File: src/rtl/sram_ctl_pkg.sv
package sram_ctl_pkg;

  typedef enum logic [2:0] {
    ST_PWRUP,
    ST_IDLE,
    ST_WSETUP,
    ST_WPULSE,
    ST_WHOLD,
    ST_READ,
    ST_TURN
  } ctl_state_t;

  // Whole cycles covering a nanosecond minimum, never fewer than one.
  function automatic int ns_to_cyc(input int ns, input int clk_ps);
    int c;
    c = (ns * 1000 + clk_ps - 1) / clk_ps;
    if (c < 1) c = 1;
    return c;
  endfunction

  function automatic int imax(input int a, input int b);
    return (a > b) ? a : b;
  endfunction

endpackage

File: src/rtl/sram_ctl_timer.sv
module sram_ctl_timer #(
  parameter int W       = 16,
  parameter int RST_VAL = 0
) (
  input  logic         clk,
  input  logic         rst,
  input  logic         load,
  input  logic [W-1:0] load_val,
  output logic         done
);

  logic [W-1:0] cnt;

  always_ff @(posedge clk) begin
    if (rst) begin
      cnt <= W'(RST_VAL);
    end else if (load) begin
      cnt <= load_val;
    end else if (cnt != '0) begin
      cnt <= cnt - 1'b1;
    end
  end

  assign done = (cnt == '0);

endmodule

File: src/rtl/sram_ctl_lanes.sv
module sram_ctl_lanes #(
  parameter int LANES  = 2,
  parameter int LANE_W = 8
) (
  input  logic [LANES-1:0]        mask,
  input  logic [LANES*LANE_W-1:0] raw,
  output logic [LANES*LANE_W-1:0] merged
);

  for (genvar g = 0; g < LANES; g++) begin : g_lane
    assign merged[g*LANE_W +: LANE_W] = mask[g] ? raw[g*LANE_W +: LANE_W] : '0;
  end

endmodule

File: src/rtl/sram_ctl.sv
module sram_ctl
  import sram_ctl_pkg::*;
#(
  parameter int ADDR_W      = 17,
  parameter int DATA_W      = 16,
  parameter int LANE_W      = 8,
  parameter int CLK_PS      = 5000,
  parameter int T_WC_NS     = 45,
  parameter int T_PWE_NS    = 35,
  parameter int T_AW_NS     = 35,
  parameter int T_SD_NS     = 25,
  parameter int T_SA_NS     = 0,
  parameter int T_HOLD_NS   = 0,
  parameter int T_RC_NS     = 45,
  parameter int T_AA_NS     = 45,
  parameter int T_ACE_NS    = 45,
  parameter int T_DOE_NS    = 22,
  parameter int T_HZ_NS     = 18,
  parameter int T_PWRUP_NS  = 200000
) (
  input  logic                       clk,
  input  logic                       rst,
  input  logic                       req_valid,
  output logic                       req_ready,
  input  logic                       req_write,
  input  logic [ADDR_W-1:0]          req_addr,
  input  logic [DATA_W-1:0]          req_wdata,
  input  logic [DATA_W/LANE_W-1:0]   req_bmask,
  output logic                       rd_valid,
  output logic [DATA_W-1:0]          rd_data,
  output logic [ADDR_W-1:0]          mem_addr,
  output logic                       mem_ce_n,
  output logic                       mem_we_n,
  output logic                       mem_oe_n,
  output logic [DATA_W/LANE_W-1:0]   mem_bsel_n,
  output logic [DATA_W-1:0]          mem_dq_out,
  output logic                       mem_dq_oe,
  input  logic [DATA_W-1:0]          mem_dq_in
);

  localparam int LANES     = DATA_W / LANE_W;
  localparam int SETUP_CYC = ns_to_cyc(T_SA_NS, CLK_PS);
  localparam int HOLD_CYC  = ns_to_cyc(T_HOLD_NS, CLK_PS);
  localparam int PWE_CYC   = ns_to_cyc(T_PWE_NS, CLK_PS);
  localparam int AW_CYC    = ns_to_cyc(T_AW_NS, CLK_PS);
  localparam int SD_CYC    = ns_to_cyc(T_SD_NS, CLK_PS);
  localparam int WC_CYC    = ns_to_cyc(T_WC_NS, CLK_PS);
  // Strobe-low length: covers pulse width, address/data setup to the
  // rising strobe, and the full cycle time with setup and hold included.
  localparam int PULSE_CYC = imax(imax(PWE_CYC, AW_CYC - SETUP_CYC),
                                  imax(SD_CYC - SETUP_CYC, WC_CYC - SETUP_CYC - HOLD_CYC));
  localparam int READ_CYC  = imax(imax(ns_to_cyc(T_AA_NS, CLK_PS), ns_to_cyc(T_ACE_NS, CLK_PS)),
                                  imax(ns_to_cyc(T_DOE_NS, CLK_PS), ns_to_cyc(T_RC_NS, CLK_PS)));
  localparam int TURN_CYC  = ns_to_cyc(T_HZ_NS, CLK_PS);
  localparam int PWR_CYC   = ns_to_cyc(T_PWRUP_NS, CLK_PS);
  localparam int CNT_MAX   = imax(imax(PWR_CYC, PULSE_CYC), imax(imax(READ_CYC, TURN_CYC),
                                  imax(SETUP_CYC, HOLD_CYC)));
  localparam int TW        = $clog2(CNT_MAX + 1);

  ctl_state_t           state;
  logic                 tmr_load;
  logic [TW-1:0]        tmr_val;
  logic                 tmr_done;
  logic [LANES-1:0]     lat_mask;
  logic [DATA_W-1:0]    rd_merged;

  sram_ctl_timer #(
    .W       (TW),
    .RST_VAL (PWR_CYC - 1)
  ) u_timer (
    .clk      (clk),
    .rst      (rst),
    .load     (tmr_load),
    .load_val (tmr_val),
    .done     (tmr_done)
  );

  sram_ctl_lanes #(
    .LANES  (LANES),
    .LANE_W (LANE_W)
  ) u_lanes (
    .mask   (lat_mask),
    .raw    (mem_dq_in),
    .merged (rd_merged)
  );

  // Phase length selection: each load starts a phase of (value+1) cycles.
  always_comb begin
    tmr_load = 1'b0;
    tmr_val  = '0;
    case (state)
      ST_IDLE: begin
        if (req_valid) begin
          tmr_load = 1'b1;
          tmr_val  = req_write ? TW'(SETUP_CYC - 1) : TW'(READ_CYC - 1);
        end
      end
      ST_WSETUP: begin
        if (tmr_done) begin
          tmr_load = 1'b1;
          tmr_val  = TW'(PULSE_CYC - 1);
        end
      end
      ST_WPULSE: begin
        if (tmr_done) begin
          tmr_load = 1'b1;
          tmr_val  = TW'(HOLD_CYC - 1);
        end
      end
      ST_READ: begin
        if (tmr_done) begin
          tmr_load = 1'b1;
          tmr_val  = TW'(TURN_CYC - 1);
        end
      end
      default: ;
    endcase
  end

  always_ff @(posedge clk) begin
    if (rst) begin
      state      <= ST_PWRUP;
      req_ready  <= 1'b0;
      rd_valid   <= 1'b0;
      rd_data    <= '0;
      mem_addr   <= '0;
      mem_ce_n   <= 1'b1;
      mem_we_n   <= 1'b1;
      mem_oe_n   <= 1'b1;
      mem_bsel_n <= '1;
      mem_dq_out <= '0;
      mem_dq_oe  <= 1'b0;
      lat_mask   <= '0;
    end else begin
      rd_valid <= 1'b0;
      case (state)
        ST_PWRUP: begin
          if (tmr_done) begin
            state     <= ST_IDLE;
            req_ready <= 1'b1;
          end
        end
        ST_IDLE: begin
          if (req_valid) begin
            req_ready  <= 1'b0;
            mem_addr   <= req_addr;
            mem_ce_n   <= 1'b0;
            mem_bsel_n <= ~req_bmask;
            lat_mask   <= req_bmask;
            if (req_write) begin
              mem_dq_out <= req_wdata;
              mem_dq_oe  <= 1'b1;
              state      <= ST_WSETUP;
            end else begin
              mem_oe_n   <= 1'b0;
              state      <= ST_READ;
            end
          end
        end
        ST_WSETUP: begin
          if (tmr_done) begin
            mem_we_n <= 1'b0;
            state    <= ST_WPULSE;
          end
        end
        ST_WPULSE: begin
          if (tmr_done) begin
            mem_we_n <= 1'b1;
            state    <= ST_WHOLD;
          end
        end
        ST_WHOLD: begin
          if (tmr_done) begin
            mem_ce_n   <= 1'b1;
            mem_bsel_n <= '1;
            mem_dq_oe  <= 1'b0;
            req_ready  <= 1'b1;
            state      <= ST_IDLE;
          end
        end
        ST_READ: begin
          if (tmr_done) begin
            rd_data    <= rd_merged;
            rd_valid   <= 1'b1;
            mem_ce_n   <= 1'b1;
            mem_oe_n   <= 1'b1;
            mem_bsel_n <= '1;
            state      <= ST_TURN;
          end
        end
        ST_TURN: begin
          if (tmr_done) begin
            req_ready <= 1'b1;
            state     <= ST_IDLE;
          end
        end
        default: state <= ST_IDLE;
      endcase
    end
  end

endmodule

File: config.mk
export PLATFORM = sky130hd
export DESIGN_NAME = sram_ctl
export DESIGN_NICKNAME = d
export VERILOG_FILES = /design/src/rtl/sram_ctl_pkg.sv /design/src/rtl/sram_ctl_timer.sv /design/src/rtl/sram_ctl_lanes.sv /design/src/rtl/sram_ctl.sv
export SDC_FILE = /design/constraint.sdc
export NUM_CORES = 1
export LEC_CHECK = 0
export BUFFER_PORTS_ARGS = -buffer_cell sky130_fd_sc_hd__clkbuf_2
export CORE_ASPECT_RATIO = 0.8
export CORE_MARGIN = 3
export CORE_UTILIZATION = 49
export DETAILED_ROUTE_END_ITERATION = 10
export PLACE_DENSITY = 0.9
export SLEW_MARGIN = 20
export SYNTH_ARGS = -nofsm -noshare
export SYNTH_HDL_FRONTEND = slang
export SYNTH_SLANG_ARGS = --single-unit
File: constraint.sdc
create_clock -name clk -period 3.1 [get_ports clk]
set_input_delay 0.62 -clock clk [delete_from_list [all_inputs] [get_ports clk]]
set_output_delay 0.62 -clock clk [all_outputs]
set_load 0.02 [all_outputs]
==> results of run 1 <==
==> placed cells by master, fill, tap and decap left out, types with 3 or more instances in the layout <==
master    Yosys  routed
a211oi_1      4       4
a21oi_1      60      60
buf_4         0       5
clkbuf_2      0     110
clkbuf_8      0       9
dfxtp_1      78      78
inv_1         4       4
inv_6         0       4
nand2_1      97      97
nand3_1      18      18
nor2_1       16      16
nor3_1       14      14
nor3b_1       3       3
nor4_1        4       4
o211ai_1      3       3
o21ai_0       6       6
o21bai_1      6       6
o31ai_1       3       3
or3_1         5       5
xnor2_1       5       5
xor2_1        4       4
==> path summary, 6_finish.rpt <==
check,cells past startpoint,start,slack (ns),to
worst max-delay path,8,u_timer.cnt[0]$_SDFFE_PP1P_,0.67,rd_data[7]$_SDFFE_PP0P_
worst min-delay path,2,mem_ce_n$_SDFFE_PP1P_,0.45,mem_ce_n$_SDFFE_PP1P_
worst max register to register,8,u_timer.cnt[0]$_SDFFE_PP1P_,0.67,rd_data[7]$_SDFFE_PP0P_
worst min register to register,2,mem_ce_n$_SDFFE_PP1P_,0.45,mem_ce_n$_SDFFE_PP1P_
==> stage by stage <==
step                      instance area [µm²]  utilization [%]  setup slack [ns]  instances  power (mW)
after global routing                     3930             64.3             0.463        574        1.87
after floorplan                          3200                -             0.793        391        1.07
after global placement                   3750             61.4             0.741        558        1.11
after CTS                                3930             64.3             0.682        574        1.80
after detailed placement                 3750             61.4             0.694        558        1.11
final                                    3930             64.3             0.672        574        1.80
==> power groups by stage <==
stage                     Combinational [mW]  Sequential (mW)  Clock (mW)
after floorplan                       0.0388             1.03           0
after global placement                0.0783             1.04           0
after detailed placement              0.0788             1.04           0
after CTS                             0.0797             1.01       0.712
after global routing                  0.0895             1.01       0.762
final                                 0.0808             1.01       0.705
==> per-layer routing <==
metal  wire length [µm]  up-vias
li1                   -     1537
met1               3470     1463
met2               3800      132
met3                713       12
met4                103        0
met5                  0        -
==> state kept, by name, indices dropped and copies added, names as in the netlist <==
signal / count
mem_dq_out: 16
mem_oe_n: 1
mem_ce_n: 1
req_ready: 1
rd_data: 16
mem_we_n: 1
u_timer.cnt: 16
mem_dq_oe: 1
lat_mask: 2
rd_valid: 1
mem_bsel_n: 2
mem_addr: 17
state: 3
==> final cells by class <==
type                       count  area, µm²  share of cell area, %
sequential                    78       1560                   39.8
multi-input combinational    279       1480                   37.6
tap                           81        101                   2.58
inverter                       4       15.0                  0.383
timing repair buffer         116        593                   15.1
clock inverter                 7       55.1                   1.40
clock buffer                   9        124                   3.16
==> critical path, stage by stage, from the launching register on <==
cell	delay, ns
dfxtp_1	0.35
inv_1	0.09
ha_1	0.13
or4b_4	0.49
or2_1	0.37
or3_1	0.47
buf_4	0.23
nand2_1	0.09
a21oi_1	0.06
==> logic make-up (layout without fill, tap and decap cells) <==
kind of cell    Yosys count  count (layout)  share of synthesized area, %
compound gates           95              95                          18.1
simple gates            172             172                          24.4
xor+xnor                  9               9                          2.46
buf+inv                  34             136                          5.16
fa+ha+maj                 2               2                         0.781
flops                    78              78                          48.8
mux                       1               1                         0.313
==> results_dict.tcl, run 1 <==
set metrics [dict create \
    status "complete, no violations" \
    number_of_filler_instances_in_the_final_layout 510 \
    max-clock-path-buffers 2 \
    number_of_buffers_added_on_ports 111 \
    rsz0062_at_grt "false" \
    route.vias.total 3144 \
    ys_top_cells_by_area "dfxtp_1 (49%), nand2_1 (11%), a21oi_1 (9.4%), nand3_1 (2.8%), clkbuf_1 (2.7%)" \
    synth_seq_area_share_pct 48.8 \
    core-area_mm2 0.00610 \
    finalWeightedCongestion 0.876 \
    maxCapViolations 0 \
    power_report.internal_total_mw 1.34 \
    route.detailed.drc 0 \
    min_period_ns 2.43 \
    timing.final.max_slew_violations 0 \
    num_rows 25 \
    grt_max_degree 59 \
    synth.lib_cells_used.distinct 46 \
    worstPathRequired_ns 3.31 \
    worst_ir_drop_vdd_mv 0.324 \
    use_met3_pct 7.66 \
    asyncSetResetFlopFracSynth_pct 0 \
    arr_time_crit_path_ns 2.63 \
    power_frac_seq_pct 56.3 \
    power_density_mw_per_mm2 458 \
    clk_pin_slew_ns 0.08 \
    grtUsageTotal_pct 22.1 \
    dp_hpwl_mm 5.81 \
    cellLeakagePower_nw 1.61 \
    final.hold.worst_slack_ns 0.446 \
    cp_max_fo 18 \
    setup_total_negative_slack_ns 0 \
    number_of_antenna_violations_at_the_first_check_in_global_routing 0 \
    wl_per_cell_um 14.1 \
    hold_fix_buffers_cts 0 \
    timing.final.hold_violations 0 \
    dr.pass1.iters 4 \
    worst_slew_margin_rel_pct 32.8 \
    synth.top_cells.by_count "nand2_1 (97), dfxtp_1 (78), a21oi_1 (60)" \
    dominantRegCellSynth "dfxtp_1" \
    setup.worst_path.start_class "flip-flop" \
    die_area_mm2 0.00755 \
    globalRouteOverflowTotal 0 \
    starting_density_of_the_core_pct 52.5 \
    drt.antenna.violating_nets 0 \
    ioPinCount 112 \
    die_height_um 78.3 \
    layout.nets 545 \
    drt-initial-drc-count 210 \
    timing.clock.skew_ns 0.0113 \
    period_share_pct 78.3 \
    h_tree_levels 3 \
    synth-edff-count 0 \
    clockRootBuffer "clkbuf_8" \
    areaGrowthSynthToFinish_pct 22.6 \
    worst_setup_path_end_kind "flip-flop" \
    fmax_mhz 412 \
    cts_inserted_buffers 9 \
    met1_usage_pct 27.6 \
    tritoncts "yes" \
    synth_top_area_share_pct 48.8 \
    postSynthAreaPerCell_um2 8.19 \
    dieWidth_um 96.4 \
    synthCells 391 \
    grt_first_pass_wirelength_mm 13.1 \
    final_setup_violation_count 0 \
    power_switching_share_pct 25.3 \
    clock_power_share_pct 39.2 \
    synthesis.yosys.warnings 0 \
    synth.ff_latch_count 78 \
    antenna_cells_inserted 0 \
    mappedNetlistNets 448 \
    clock_sinks 78 \
    postCtsSetupRepairBufs 0 \
    setup.worst_path.class "reg -> reg" \
    first_global_vias 2844 \
    hold_class "reg -> reg" \
    final_routed_wirelength_mm 8.09 \
    avgViaCountPerCell 5.48 \
    yosysMostFrequentCell "nand2_1" \
    synthDominantAreaCellType "dfxtp_1" \
    syn-cell-area_mm2 0.00320 \
    total_switching_power_mw 0.454 \
    cts_repair_resize_count 0 \
    grt-busiest-layer "met2" \
    worst_slew_pin_tran_ns 1.01 \
    grt_use_met2_pct 35.2 \
    comb_power_share_pct 4.5 \
    insertion_delay_ns 0.37 \
    drive_gt1_share_pct 27.8 \
]
Power figures use the tool's default switching activity.
==> run 2, diff against run 1 <==
ABC_AREA = 1   (was unset)
CORE_UTILIZATION = 46   (was 49)
PLACE_DENSITY = 0.87   (was 0.9)
clock period = 2 ns   (was 3.1 ns; I/O delays follow)
==> run 2 against run 1 <==
Flip-flop and latch count did not move. Via count rose by 13%. Register-to-register slack got worse by 0.46 ns. Critical path type unchanged.
==> results_dict.tcl, run 2 <==
set metrics [dict create \
    cp_max_fo 20 \
    drt-initial-drc-count 229 \
    ioPinCount 112 \
    worstReg2RegStart "u_timer.cnt[0]$_SDFFE_PP1P_" \
    drive_gt1_share_pct 28.5 \
    setup_total_negative_slack_ns 0 \
    total_switching_power_mw 1.56 \
    worst_slew_margin_rel_pct 67.6 \
    timing.final.hold_violations 0 \
    grt_first_pass_wirelength_mm 15.6 \
    worst_slew_pin_tran_ns 0.485 \
    synth.lib_cells_used.distinct 31 \
    number_of_filler_instances_in_the_final_layout 620 \
    layout.nets 637 \
    postCtsSetupRepairBufs 0 \
    clk_pin_slew_ns 0.09 \
    mappedNetlistNets 533 \
    layout.cells.most_common "clkbuf_2" \
    insertion_delay_ns 0.35 \
    syn-cell-area_mm2 0.00350 \
    dieWidth_um 103 \
    period_share_pct 89.3 \
    rsz0062_at_grt "false" \
    r2r_setup_slack_ns 0.21 \
    wl_per_cell_um 13.6 \
    power_density_mw_per_mm2 1010 \
    number_of_antenna_violations_at_the_first_check_in_global_routing 0 \
    hold_depth 3 \
    yosysMostFrequentCell "nor2_1" \
    route.detailed.drc 0 \
    number_of_buffers_added_on_ports 111 \
    final_routed_wirelength_mm 9.30 \
    die_height_um 84.0 \
    setup.worst_path.class "reg -> reg" \
    core-area_mm2 0.00713 \
    dr.pass1.iters 6 \
    tritoncts "yes" \
    mostFrequentLayoutCells "clkbuf_2 (111), nor2_1 (103), nand2_1 (86), dfxtp_1 (77), o21ai_0 (42)" \
    antenna_cells_inserted 0 \
    synth.ff_latch_count 78 \
    worst_hold_startpoint "req_bmask[1]" \
    dp_hpwl_mm 6.81 \
    die_area_mm2 0.00869 \
    finalWeightedCongestion 1.00 \
    clock_sinks 78 \
    worst_hold_path.endpoint "lat_mask[1]$_SDFFE_PP0P_" \
    hold_fix_buffers_cts 0 \
    power_frac_seq_pct 44.5 \
    avgViaCountPerCell 5.19 \
    rr_endpoint "mem_oe_n$_SDFFE_PP1P_" \
    timing.clock.skew_ns 0.0139 \
    clockRootBuffer "clkbuf_8" \
    worstPathRequired_ns 2.21 \
    count_of_non_filler_cells_in_the_finished_layout 686 \
    power_switching_share_pct 36.1 \
    synth_top_area_share_pct 44.7 \
    timing.final.max_slew_violations 0 \
    dominantRegCellSynth "dfxtp_1" \
    status "complete, no violations" \
    synth_seq_area_share_pct 44.7 \
    synthDominantAreaCellType "dfxtp_1" \
    power_report.internal_total_mw 2.77 \
    synthCells 476 \
    max-clock-path-buffers 2 \
    arr_time_crit_path_ns 2.00 \
    largest_reg_flops 17 \
    h_tree_levels 3 \
    final_setup_violation_count 0 \
    postSynthAreaPerCell_um2 7.34 \
    r2r_cells 9 \
    maxCapViolations 0 \
    hold_class "in -> reg" \
    synth-edff-count 0 \
    num_rows 27 \
    total_area_of_multi_input_combinational_cells_mm2 0.00167 \
    fmax_mhz 560 \
    regMostFlops "mem_addr" \
    grtUsageTotal_pct 22.2 \
    worst_ir_drop_vdd_mv 0.732 \
    comb_power_share_pct 27.8 \
    placedCellCount 670 \
    seqCellArea_mm2 0.00156 \
    ys_top_cells_by_area "dfxtp_1 (45%), nor2_1 (11%), nand2_1 (9.2%), o21ai_0 (6.0%), nand3_1 (5.3%)" \
    min_period_ns 1.79 \
    worst_setup_path_end_kind "flip-flop" \
    route.vias.total 3562 \
    setup.worst_path.start_class "flip-flop" \
    drt.antenna.violating_nets 0 \
    synthesis.yosys.warnings 0 \
    cellLeakagePower_nw 2.02 \
    cts_inserted_buffers 9 \
    starting_density_of_the_core_pct 49.0 \
    synth.top_cells.by_count "nor2_1 (103), nand2_1 (86), dfxtp_1 (78)" \
    areaGrowthSynthToFinish_pct 22.1 \
    first_global_vias 3429 \
    grt_max_degree 29 \
    globalRouteOverflowTotal 0 \
    clock_power_share_pct 27.7 \
    asyncSetResetFlopFracSynth_pct 0 \
]
==> run 2: cell count changes after synthesis, moves of 6 or more <==
| cell | previous run | this run |
|---|---|---|
| inv_2 | 0 | 6 |
| nand3_1 | 18 | 37 |
| a21oi_1 | 60 | 20 |
| nor2_1 | 16 | 103 |
| nor2_4 | 0 | 9 |
| nand2_2 | 0 | 6 |
| nand2_1 | 97 | 86 |
| clkbuf_1 | 23 | 9 |
| inv_1 | 4 | 24 |
| nor3_1 | 14 | 1 |
| nand4_1 | 0 | 17 |
| o21ai_0 | 6 | 42 |
==> run 2: repair_timing <==
action / in CTS / in global routing
resized for setup: 0 / 3
endpoints found under the setup margin: 0 / 12
endpoints found under the hold margin: 0 / 0
==> run 2: worst max-delay path by stage <==
stage                           startpoint                endpoint  slack, ns  cells past startpoint
2_1_floorplan  u_timer.cnt[0]$_SDFFE_PP1P_   mem_oe_n$_SDFFE_PP1P_       0.58                     10
3_3_place_gp         state[0]$_SDFFE_PP0P_  mem_dq_oe$_SDFFE_PP0P_       0.30                      9
3_5_place_dp         state[0]$_SDFFE_PP0P_  mem_dq_oe$_SDFFE_PP0P_       0.16                      9
4_1_cts              state[0]$_SDFFE_PP0P_  mem_dq_oe$_SDFFE_PP0P_       0.13                      9
5_1_grt        u_timer.cnt[0]$_SDFFE_PP1P_   mem_oe_n$_SDFFE_PP1P_       0.09                      9
6_report       u_timer.cnt[0]$_SDFFE_PP1P_   mem_oe_n$_SDFFE_PP1P_       0.21                      9
==> run 2: critical path, cell delays in order, from the launching register on <==
cell     delay (ns)
dfxtp_1        0.33
inv_1          0.12
ha_1           0.21
nand3_1        0.10
nor2_2         0.17
nand2_4        0.10
nor2_4         0.11
nand2_2        0.24
nand3_1        0.19
nand3_1        0.09
==> run 2: cell type report <==
class | count | share of cell area, %
clock buffers | 11 | 3.31
clock inverters | 5 | 1.32
inverters | 30 | 2.70
multi-input cells | 345 | 39.2
flip-flops and latches | 78 | 36.6
well taps | 101 | 2.96
repair buffers | 116 | 13.9
==> run 2: per-layer routing <==
layer / global-route usage (%) / vias up / routed length (µm)
met5: 0 / - / 0
li1: - / 1739 / -
met3: 8.10 / 16 / 839
met2: 35.5 / 170 / 4490
met1: 27.4 / 1637 / 3820
met4: 7.18 / 0 / 155
==> run 2: through the flow <==
stage	worst slack [ns]	util [%]	area [µm²]	hold WS, ns	power, mW
CTS	0.126	59.8	4270	0.282	4.33
global route	0.0946	59.9	4270	0.286	4.60
finish	0.214	59.9	4270	0.289	4.33
detailed placement	0.162	57.1	4070	0.456	3.14
global placement	0.303	57.1	4070	0.449	3.08
floorplan	0.579	-	3500	0.456	2.82
==> run 2: power groups by stage <==
stage | registers, mW | logic (mW) | clock network [mW]
floorplan | 2.02 | 0.797 | 0
detailed placement | 1.95 | 1.18 | 0
global placement | 1.94 | 1.14 | 0
global route | 1.95 | 1.35 | 1.30
finish | 1.93 | 1.20 | 1.20
CTS | 1.92 | 1.19 | 1.22
==> run 2: kinds of logic (layout without fill, tap and decap cells) <==
kind of cell	count (synthesis)	after routing	synth area share, %
AO/OA/AOI/OAI	66	66	9.74
XOR/XNOR	3	3	0.752
adder cells (fa/ha/maj)	2	2	0.716
buffers and inverters	53	162	7.44
flip-flops	78	78	44.7
AND/OR/NAND/NOR	274	274	36.7
==> run 3, diff against run 2 <==
CELL_PAD_IN_SITES_DETAIL_PLACEMENT = 2   (was unset)
CELL_PAD_IN_SITES_GLOBAL_PLACEMENT = 2   (was unset)
CORE_UTILIZATION = 25   (was 46)
==> run 3 against run 2 <==
Power rose by 11%. Hold slack improved by 0.018 ns. Final cell count grew 11%. Via count rose by 0.59%. First-iteration DRC count fell by 38%. Clock skew is 0.0073 ns lower. Wire length up 35%. Clock power up 32%. Clock-buffer cell count is the same. Sequential share of layout area down 1.6 points. Critical path type unchanged. Largest power group unchanged.
==> results_dict.tcl, run 3 (synthesis gave the netlist of run 2 again) <==
set metrics [dict create \
    mostFrequentLayoutCells "clkbuf_2 (111), nor2_1 (103), nand2_1 (86), dfxtp_1 (78), o21ai_0 (42)" \
    die_area_mm2 0.0154 \
    insertion_delay_ns 0.34 \
    hold_fix_buffers_cts 0 \
    core-area_mm2 0.0132 \
    finalWeightedCongestion 0.803 \
    layout.nets 638 \
    die_height_um 112 \
    ioPinCount 112 \
    avgViaCountPerCell 4.71 \
    clock_sinks 78 \
    route.detailed.drc 0 \
    post-route-util_pct 33.7 \
    cellLeakagePower_nw 2.07 \
    fmax_mhz 562 \
    cts_inserted_buffers 9 \
    wl_per_cell_um 16.5 \
    drt-initial-drc-count 141 \
    number_of_buffers_added_on_ports 111 \
    min_period_ns 1.78 \
    cts_repair_resize_count 0 \
    number_of_antenna_violations_at_the_first_check_in_global_routing 0 \
    hold_class "in -> reg" \
    areaGrowthSynthToFinish_pct 27.8 \
    worst_slew_margin_rel_pct 67.8 \
    grtUsageTotal_pct 16.8 \
    dp_hpwl_mm 9.27 \
    power_density_mw_per_mm2 1070 \
    layout.cells.most_common "clkbuf_2" \
    dr.pass1.iters 4 \
    timing.final.max_slew_violations 0 \
    cp_max_fo 21 \
    worstPathRequired_ns 2.22 \
    final.hold.worst_slack_ns 0.307 \
    status "complete, no violations" \
    final_setup_violation_count 0 \
    worst_slew_pin_tran_ns 0.481 \
    clockRootBuffer "clkbuf_16" \
    drt.antenna.violating_nets 0 \
    grt_first_pass_wirelength_mm 21.2 \
    setup.worst_path.class "reg -> reg" \
    arr_time_crit_path_ns 2.01 \
    grt_max_degree 52 \
    starting_density_of_the_core_pct 26.4 \
    globalRouteOverflowTotal 0 \
    final_routed_wirelength_mm 12.6 \
    drive_gt1_share_pct 28.7 \
    postLayoutCellArea_mm2 0.00447 \
    max-clock-path-buffers 2 \
    setup_total_negative_slack_ns 0 \
    worst_setup_path_end_kind "flip-flop" \
    regMostFlops "mem_addr" \
    setup.worst_path.start_class "flip-flop" \
    h_tree_levels 3 \
    num_rows 37 \
    period_share_pct 89.0 \
    clk_pin_slew_ns 0.06 \
    postPlaceCellArea_mm2 0.00418 \
    timing.final.hold_violations 0 \
    postCtsSetupRepairBufs 0 \
    timing.clock.skew_ns 0.00661 \
    tritoncts "yes" \
    first_global_vias 4118 \
    rsz0062_at_grt "false" \
    maxCapViolations 0 \
    antenna_cells_inserted 0 \
    worst_ir_drop_vdd_mv 0.497 \
    largest_reg_flops 17 \
    dieWidth_um 138 \
    route.vias.total 3583 \
]
-- run 3: layout make-up --
| class | count | area, µm² |
|---|---|---|
| tap | 175 | 219 |
| inverter | 30 | 113 |
| multi-input combinational | 345 | 1670 |
| timing repair buffer | 117 | 613 |
| clock inverter | 5 | 33.8 |
| fill | 1603 | 8770 |
| clock buffer | 11 | 253 |
| sequential | 78 | 1560 |
-- run 3: per-stage QoR --
step | worst slack [ns] | instances | total power [mW]
CTS | 0.213 | 761 | 4.87
detailed placement | 0.228 | 745 | 3.24
finish | 0.219 | 761 | 4.79
global route | 0.0307 | 761 | 5.13
global placement | 0.346 | 745 | 3.14
floorplan | 0.579 | 476 | 2.82
-- run 3: final timing paths --
check	start	to	slack, ns	cells past startpoint
min reg2reg	req_ready$_SDFFE_PP0P_	req_ready$_SDFFE_PP0P_	0.47	2
max reg2reg	state[1]$_SDFFE_PP0P_	u_timer.cnt[3]$_SDFFE_PP1P_	0.22	10
min	req_wdata[14]	mem_dq_out[14]$_SDFFE_PP0P_	0.31	3
max	state[1]$_SDFFE_PP0P_	u_timer.cnt[3]$_SDFFE_PP1P_	0.22	10
-- run 3: critical path, cell delays in order (launching register included) --
cell and delay, ns:
dfxtp_1 0.37, inv_2 0.09, nand2_1 0.09, nor2_1 0.06, nand2_1 0.14, buf_4 0.27, nand2_1 0.12, inv_2 0.23
o21ai_0 0.15, nand2_1 0.08, nand2_1 0.05
-- run 3: routing by layer --
layer	global-route usage, %	vias up	part of all wire (%)
li1	-	1749	-
met1	18.7	1720	42
met2	29.5	98	49
met3	6.40	16	7.0
met4	5.53	0	1.8
met5	0	-	0
-- run 3: power breakdown --
group | total, mW | switching, mW | internal [mW]
Clock | 1.58 | 0.677 | 0.906
Sequential | 1.93 | 0.187 | 1.74
Combinational | 1.28 | 0.857 | 0.426
